[src/rtl/irqc_pkg.sv]
package irqc_pkg;
  localparam int NUM_SLOTS      = 12;
  localparam int FIRST_MASKABLE = 2;
  localparam int NUM_MASKABLE   = NUM_SLOTS - FIRST_MASKABLE;
  localparam int IDX_W          = $clog2(NUM_SLOTS);
  localparam int VEC_W          = 16;
  localparam int VEC_STRIDE     = 4;
  localparam int CTRL_W         = 4;

  // Priority positions, highest first.
  localparam int SLOT_RST   = 0;
  localparam int SLOT_PD    = 1;
  localparam int SLOT_IRQ2  = 2;
  localparam int SLOT_LVL1  = 3;
  localparam int SLOT_LVL0  = 4;
  localparam int SLOT_S0TX  = 5;
  localparam int SLOT_S0RX  = 6;
  localparam int SLOT_EDGE  = 7;
  localparam int SLOT_DMA   = 8;
  localparam int SLOT_S1TX  = 9;
  localparam int SLOT_S1RX  = 10;
  localparam int SLOT_TIMER = 11;

  localparam logic [VEC_W-1:0] PD_VEC = VEC_W'((NUM_SLOTS - 1) * VEC_STRIDE);

  typedef struct packed {
    logic nestEn;
    logic irq2Edge;
    logic irq1Edge;
    logic irq0Edge;
  } irqcCtrl_t;

  typedef struct packed {
    logic                 ackStrb;
    logic [NUM_SLOTS-1:0] ackOneHot;
    logic                 retStrb;
  } irqcStrobes_t;

  function automatic logic [VEC_W-1:0] slotVector(input int idx);
    if (idx == SLOT_RST)     return '0;
    else if (idx == SLOT_PD) return PD_VEC;
    else                     return VEC_W'((idx - 1) * VEC_STRIDE);
  endfunction
endpackage

[src/rtl/irqc_req_path.sv]
module irqc_req_path
  import irqc_pkg::*;
(
  input  logic                    clk,
  input  logic                    rstN,
  input  logic                    irq2N,
  input  logic                    irql1N,
  input  logic                    irql0N,
  input  logic                    irqeN,
  input  logic                    irq1N,
  input  logic                    irq0N,
  input  logic                    pdReq,
  input  logic                    ser0TxReq,
  input  logic                    ser0RxReq,
  input  logic                    dmaReq,
  input  logic                    ser1TxReq,
  input  logic                    ser1RxReq,
  input  logic                    timerReq,
  input  logic                    ser1AsIrq,
  input  logic                    maskWr,
  input  logic [NUM_MASKABLE-1:0] maskData,
  input  logic                    ctrlWr,
  input  logic [CTRL_W-1:0]       ctrlData,
  input  logic                    forceWr,
  input  logic [NUM_MASKABLE-1:0] forceSet,
  input  logic [NUM_MASKABLE-1:0] forceClr,
  input  logic                    intEna,
  input  logic                    intDis,
  input  irqcStrobes_t            strb,
  output logic [NUM_SLOTS-1:0]    pendVec,
  output logic [NUM_SLOTS-1:0]    inSvc,
  output logic                    nestEn,
  output logic                    globEn,
  output logic                    blank
);
  logic [NUM_SLOTS-1:1]    pinNow, pinQ, fromPin, pulse, levelSel, edgeEvt;
  logic [NUM_SLOTS-1:0]    reqRaw, svcNext;
  logic [NUM_MASKABLE-1:0] maskQ;
  irqcCtrl_t               ctrlQ;
  logic                    resetPendQ, enQ, blankQ;
  logic [NUM_SLOTS-1:0]    inSvcQ;

  // Route each source onto its priority slot.
  always_comb begin
    pinNow  = '1;
    fromPin = '0;
    pulse   = '0;
    pulse[SLOT_PD]    = pdReq;
    pinNow[SLOT_IRQ2] = irq2N;  fromPin[SLOT_IRQ2] = 1'b1;
    pinNow[SLOT_LVL1] = irql1N; fromPin[SLOT_LVL1] = 1'b1;
    pinNow[SLOT_LVL0] = irql0N; fromPin[SLOT_LVL0] = 1'b1;
    pulse[SLOT_S0TX]  = ser0TxReq;
    pulse[SLOT_S0RX]  = ser0RxReq;
    pinNow[SLOT_EDGE] = irqeN;  fromPin[SLOT_EDGE] = 1'b1;
    pulse[SLOT_DMA]   = dmaReq;
    if (ser1AsIrq) begin
      pinNow[SLOT_S1TX] = irq1N; fromPin[SLOT_S1TX] = 1'b1;
      pinNow[SLOT_S1RX] = irq0N; fromPin[SLOT_S1RX] = 1'b1;
    end else begin
      pulse[SLOT_S1TX] = ser1TxReq;
      pulse[SLOT_S1RX] = ser1RxReq;
    end
    pulse[SLOT_TIMER] = timerReq;
  end

  // Which slots currently behave as level requests.
  always_comb begin
    levelSel = '0;
    levelSel[SLOT_IRQ2] = ~ctrlQ.irq2Edge;
    levelSel[SLOT_LVL1] = 1'b1;
    levelSel[SLOT_LVL0] = 1'b1;
    levelSel[SLOT_S1TX] = ser1AsIrq & ~ctrlQ.irq1Edge;
    levelSel[SLOT_S1RX] = ser1AsIrq & ~ctrlQ.irq0Edge;
  end

  always_comb begin
    for (int s = 1; s < NUM_SLOTS; s++)
      edgeEvt[s] = fromPin[s] ? (pinQ[s] & ~pinNow[s]) : pulse[s];
  end

  always_ff @(posedge clk or negedge rstN) begin
    if (!rstN) pinQ <= '1;
    else       pinQ <= pinNow;
  end

  assign reqRaw[SLOT_RST] = resetPendQ;

  generate
    for (genvar s = 1; s < NUM_SLOTS; s++) begin : g_slot
      logic latchQ, swSet, swClr, ackHit;
      if (s >= FIRST_MASKABLE) begin : g_sw
        assign swSet = forceWr & forceSet[s-FIRST_MASKABLE] & ~levelSel[s];
        assign swClr = forceWr & forceClr[s-FIRST_MASKABLE];
      end else begin : g_hw
        assign swSet = 1'b0;
        assign swClr = 1'b0;
      end
      assign ackHit = strb.ackStrb & strb.ackOneHot[s];
      always_ff @(posedge clk or negedge rstN) begin
        if (!rstN) latchQ <= 1'b0;
        else       latchQ <= (latchQ & ~ackHit & ~swClr)
                           | (edgeEvt[s] & ~levelSel[s]) | swSet;
      end
      assign reqRaw[s] = levelSel[s] ? ~pinQ[s] : latchQ;
    end
  endgenerate

  // In-service record: a return retires the highest running handler.
  always_comb begin
    svcNext = inSvcQ;
    if (strb.retStrb) svcNext = svcNext & (svcNext - 1'b1);
    if (strb.ackStrb) svcNext = svcNext | (strb.ackOneHot & ~NUM_SLOTS'(1));
  end

  always_ff @(posedge clk or negedge rstN) begin
    if (!rstN) begin
      resetPendQ <= 1'b1;
      enQ        <= 1'b1;
      blankQ     <= 1'b0;
      maskQ      <= '0;
      ctrlQ      <= '0;
      inSvcQ     <= '0;
    end else begin
      if (strb.ackStrb && strb.ackOneHot[SLOT_RST]) resetPendQ <= 1'b0;
      if (intDis)      enQ <= 1'b0;
      else if (intEna) enQ <= 1'b1;
      blankQ <= maskWr;
      if (maskWr) maskQ <= maskData;
      if (ctrlWr) ctrlQ <= irqcCtrl_t'(ctrlData);
      inSvcQ <= svcNext;
    end
  end

  assign pendVec = reqRaw & {maskQ, {FIRST_MASKABLE{1'b1}}};
  assign inSvc   = inSvcQ;
  assign nestEn  = ctrlQ.nestEn;
  assign globEn  = enQ;
  assign blank   = blankQ;
endmodule

[src/rtl/irqc_arbiter.sv]
module irqc_arbiter
  import irqc_pkg::*;
(
  input  logic [NUM_SLOTS-1:0] pendVec,
  input  logic [NUM_SLOTS-1:0] inSvc,
  input  logic                 nestEn,
  input  logic                 globEn,
  input  logic                 blank,
  input  logic                 vecAck,
  input  logic                 vecRet,
  output logic                 vecValid,
  output logic [VEC_W-1:0]     vecAddr,
  output irqcStrobes_t         strb
);
  logic [IDX_W-1:0]     winIdx;
  logic [NUM_SLOTS-1:0] winOneHot, atOrAbove;
  logic                 found, nestOk;

  always_comb begin
    winIdx = '0;
    for (int i = NUM_SLOTS - 1; i >= 0; i--)
      if (pendVec[i]) winIdx = IDX_W'(i);
  end

  assign found     = |pendVec;
  assign winOneHot = pendVec & (~pendVec + 1'b1);
  assign atOrAbove = (winOneHot << 1) - 1'b1;
  assign nestOk    = nestEn ? ((inSvc & atOrAbove) == '0) : (inSvc == '0);
  assign vecValid  = found & (winOneHot[SLOT_RST] | (globEn & ~blank & nestOk));
  assign vecAddr   = slotVector(int'(winIdx));

  assign strb.ackStrb   = vecAck & vecValid;
  assign strb.ackOneHot = winOneHot;
  assign strb.retStrb   = vecRet;
endmodule

[src/rtl/irq_vector_ctrl.sv]
module irq_vector_ctrl
  import irqc_pkg::*;
(
  input  logic                    clk,
  input  logic                    rstN,
  input  logic                    irq2N,
  input  logic                    irql1N,
  input  logic                    irql0N,
  input  logic                    irqeN,
  input  logic                    irq1N,
  input  logic                    irq0N,
  input  logic                    pdReq,
  input  logic                    ser0TxReq,
  input  logic                    ser0RxReq,
  input  logic                    dmaReq,
  input  logic                    ser1TxReq,
  input  logic                    ser1RxReq,
  input  logic                    timerReq,
  input  logic                    ser1AsIrq,
  input  logic                    maskWr,
  input  logic [NUM_MASKABLE-1:0] maskData,
  input  logic                    ctrlWr,
  input  logic [CTRL_W-1:0]       ctrlData,
  input  logic                    forceWr,
  input  logic [NUM_MASKABLE-1:0] forceSet,
  input  logic [NUM_MASKABLE-1:0] forceClr,
  input  logic                    intEna,
  input  logic                    intDis,
  input  logic                    vecAck,
  input  logic                    vecRet,
  output logic                    vecValid,
  output logic [VEC_W-1:0]        vecAddr
);
  irqcStrobes_t         strb;
  logic [NUM_SLOTS-1:0] pendVec, inSvc;
  logic                 nestEn, globEn, blank;

  irqc_req_path u_path (
    .clk, .rstN, .irq2N, .irql1N, .irql0N, .irqeN, .irq1N, .irq0N,
    .pdReq, .ser0TxReq, .ser0RxReq, .dmaReq, .ser1TxReq, .ser1RxReq,
    .timerReq, .ser1AsIrq, .maskWr, .maskData, .ctrlWr, .ctrlData,
    .forceWr, .forceSet, .forceClr, .intEna, .intDis, .strb,
    .pendVec, .inSvc, .nestEn, .globEn, .blank
  );

  irqc_arbiter u_arb (
    .pendVec, .inSvc, .nestEn, .globEn, .blank, .vecAck, .vecRet,
    .vecValid, .vecAddr, .strb
  );
endmodule

[config.mk]
export PLATFORM = sky130hd
export DESIGN_NAME = irq_vector_ctrl
export DESIGN_NICKNAME = d
export VERILOG_FILES = /design/src/rtl/irqc_pkg.sv /design/src/rtl/irqc_req_path.sv /design/src/rtl/irqc_arbiter.sv /design/src/rtl/irq_vector_ctrl.sv
export SDC_FILE = /design/constraint.sdc
export NUM_CORES = 1
export LEC_CHECK = 0
export BUFFER_PORTS_ARGS = -buffer_cell sky130_fd_sc_hd__buf_4
export CORE_MARGIN = 2
export CORE_UTILIZATION = 55
export DETAILED_ROUTE_END_ITERATION = 8
export PLACE_DENSITY = 0.85
export SKIP_CTS_REPAIR_TIMING = 1
export SYNTH_ARGS = -nofsm -noshare
export SYNTH_HDL_FRONTEND = slang
export SYNTH_HIERARCHICAL = 1
export SYNTH_SLANG_ARGS = --single-unit
[constraint.sdc]
create_clock -name clk -period 10.3 [get_ports clk]
set_clock_uncertainty 0.2 [all_clocks]
set_input_delay 2.06 -clock clk [delete_from_list [all_inputs] [get_ports clk]]
set_output_delay 2.06 -clock clk [all_outputs]
set_load 0.03 [all_outputs]
==> implementation parameters <==
Parameter                              Value

Status
  Run status    finished, final reports clean

Drt
  Detailed-route DRC error count    0
  Total routed wire length on the met1 layer    2350 um
  Met3 routed wirelength    233 um
  Final wirelength    5350 um
  Routed length per placed instance    15.2 um
  Routed via count    1977
  Met2 routed WL    2710 um
  Iteration-0 DRC Markers    105
  First-pass iteration count of the detailed router    4
  Max layer used    met4
  Number of vias per cell after detailed routing    5.63
  Number of nets with antenna violations after routing    0

STA
  Final setup violation count    0
  Fin crit period    6.89 ns
  Final count of hold timing violations    0
  RSZ-0062 raised after global routing    no
  Measured slew at the worst slew-check pin    0.944 ns
  Worst-case hold slack    0.306 ns
  Setup total negative slack    0 ns
  Relative slew margins    36.2%
  Number of pins with negative max-slew slack in the final report    0
  Share of the clock period used by the worst path    66.9%
  Highest attainable clock frequency    145 MHz

Critical path
  End of the worst register-to-register path    u_path/inSvc[11]
  Worst path bufs/invs    2
  Delay contributed by the slowest stage of the critical path    0.38 ns
  Slowest cell on crit path    sky130_fd_sc_hd__o311ai_0
  Number of cells on the worst reg-to-reg path    9
  Arrival time worst endpoint    4.63 ns
  Worst Setup Path Type    in2out
  Worst reg2reg startpoint    u_path/pinQ[2]
  Required arrival time at the worst endpoint    8.04 ns
  Family of cells with the greatest summed delay on the critical path    simple AND/OR/NAND/NOR gates
  Startpoint type of the worst setup path    input port
  Maximum net fanout on the critical path    10
  Cell chain of the critical path    buf_4 > nor3b_1 > a21oi_1 > nor2b_1 > nor2_1 > o311ai_0 > o311ai_0 > ha_1 > nor2_1 > and3_1 > buf_4
  R2R Setup Slk    7.17 ns
  Type of element capturing the critical path    primary output

Global route
  Global-route wire length before repair    8650 um
  Pin count of the biggest net entering global routing    44
  Antenna violations before repair    0
  Total routing resource utilization after global routing    22.6%
  Number of global-route vias before repair    1893
  Leftover overflow at the end of global routing    0

Clock tree
  Number of clock sinks    43
  CTS tree    built
  H-Tree Depth    2
  TritonCTS buffer count    5
  Clock Latency Late Sink    0.29 ns
  Clock Pin Slew Worst Setup and Hold Paths    0.08 ns
  Maximum clock insertion buffer count    2
  Root buffer selected by CTS    sky130_fd_sc_hd__clkbuf_8

Finish
  Total Nets Final    358
  Antenna fix cells    0
  Fraction of final layout cells with drive strength greater than 1    35.8%
  Commonest non-fill, non-tap cell in the layout    sky130_fd_sc_hd__buf_4
  Commonest non-fill, non-tap cells in the layout    sky130_fd_sc_hd__buf_4, sky130_fd_sc_hd__dfrtp_1, sky130_fd_sc_hd__nand2_1, sky130_fd_sc_hd__a21oi_1, sky130_fd_sc_hd__nor2_1
  Signed area change from the synthesized netlist to the final layout    22.9%

Flow run
  Number of maximum-capacitance violations    0

Pwr
  Power, Total    0.000384 W
  Leakage power    1.35 nW
  P per Cell Area    130 nW/um^2
  Peak supply drop    0.0000896 V

Floorplanning
  Total die area    4910 um^2
  Core box area    4290 um^2
  Horizontal extent of the die    70.1 um
  Initial core utilization    56.0%
  Height of the die    70.1 um
  IO Count    74
  Row count    24

Worst hold path
  Classification of the worst-slack hold path    reg2reg
  Hold Path Sink    u_path/maskQ[4]
  Startpoint of the lowest-slack hold path    u_path/maskQ[4]
  Cells on Worst Hold Path    1

Synth
  Per-instance average area after synthesis    9.85 um^2
  Synth async-reset ratio    100%
  Yosys warning count    6
  Register area share after synthesis    45.2%
  Mapped cell area    2400 um^2
  Number of distinct library cells after synthesis    50
  Main flop type after synthesis    sky130_fd_sc_hd__dfrtp_1
  Post-Synthesis Cells    244
  Flop and latch count out of synthesis    43
  Number of synthesized flops with an enable pin    0

Place
  Detailed Place HPWL    4090 um
  I/O Buffers    67
  Global placer's final weighted congestion    0.879
## worst register-to-register path, cell delays in order, from the launching register on
cell and delay (ns):
sky130_fd_sc_hd__dfstp_2 0.53, sky130_fd_sc_hd__o21ai_0 0.07, sky130_fd_sc_hd__and2_1 0.25, sky130_fd_sc_hd__nor4_4 0.58
sky130_fd_sc_hd__nand3_4 0.19, sky130_fd_sc_hd__o2bb2ai_1 0.25, sky130_fd_sc_hd__nor3b_2 0.14, sky130_fd_sc_hd__buf_4 0.22
sky130_fd_sc_hd__a2111oi_0 0.42, sky130_fd_sc_hd__a21oi_1 0.14
## synthesized netlist by cell type (6+ instances only)
cell type / n / area share (%)
sky130_fd_sc_hd__o21ai_0: 7 / 1.5
sky130_fd_sc_hd__a221o_1: 6 / 2.5
sky130_fd_sc_hd__and2_1: 10 / 2.6
sky130_fd_sc_hd__dfrtp_1: 35 / 36
sky130_fd_sc_hd__nor2b_1: 8 / 2.1
sky130_fd_sc_hd__nor2_1: 16 / 2.5
sky130_fd_sc_hd__a22oi_1: 7 / 2.2
sky130_fd_sc_hd__buf_4: 16 / 5.0
sky130_fd_sc_hd__nand2b_1: 10 / 2.6
sky130_fd_sc_hd__a21oi_1: 17 / 3.5
sky130_fd_sc_hd__nand2_1: 26 / 4.1
sky130_fd_sc_hd__inv_1: 9 / 1.4
sky130_fd_sc_hd__dfstp_2: 8 / 8.7
sky130_fd_sc_hd__mux2_2: 14 / 6.6
## power breakdown
part	internal, W	switching (W)
clock network	0.0000722	0.0000573
logic	0.0000331	0.0000353
registers	0.000180	0.00000567
## worst max path at each step
stage,from,endpoint,slack [ns],cells after the start
after CTS,ser1AsIrq,vecAddr[12],3.40,11
after global placement,ser1AsIrq,vecAddr[10],3.50,11
after floorplan,ser1AsIrq,vecAddr[10],3.74,10
after detailed placement,ser1AsIrq,vecAddr[12],3.40,11
final,ser1AsIrq,vecAddr[15],3.41,11
after global routing,ser1AsIrq,vecAddr[12],3.09,11
## state kept, by name (all words and copies together) (netlist names), 3 cells and up
name,flops
u_path/inSvc,11
u_path/maskQ,10
u_path/g_slot.latchQ,9
u_path/pinQ,6
u_path/ctrlQ,3
## layout make-up
class,instances,area [um^2]
flip-flops and latches,43,1090
clock buffers,5,68.8
well taps,52,65.1
inverters,9,33.8
fillers,348,1340
clock inverters,3,43.8
multi-input cells,171,1150
repair buffers,68,510
## per-layer routing
layer	track usage, %	vias to the layer above
met4	9.19	0
met5	0	-
met1	29.5	956
met2	37.2	60
li1	-	957
met3	3.90	4
## through the flow
step                cells  setup WS (ns)  instance area, um^2  utilization (%)
CTS                   351           3.40                 2950             68.8
detailed placement    343           3.40                 2840             66.2
finish                351           3.41                 2950             68.8
global placement      343           3.50                 2840             66.2
floorplan             245           3.74                 2410                -
global route          351           3.09                 2950             68.8
## cells by family after synthesis
family | share of synthesized area (%)
AND/OR/NAND/NOR | 20.5
other | 0.312
flip-flops | 45.2
AO/OA/AOI/OAI | 18.0
buffers and inverters | 7.50
multiplexers | 6.98
adder cells (fa/ha/maj) | 1.56
Power figures use the tool's default switching activity.
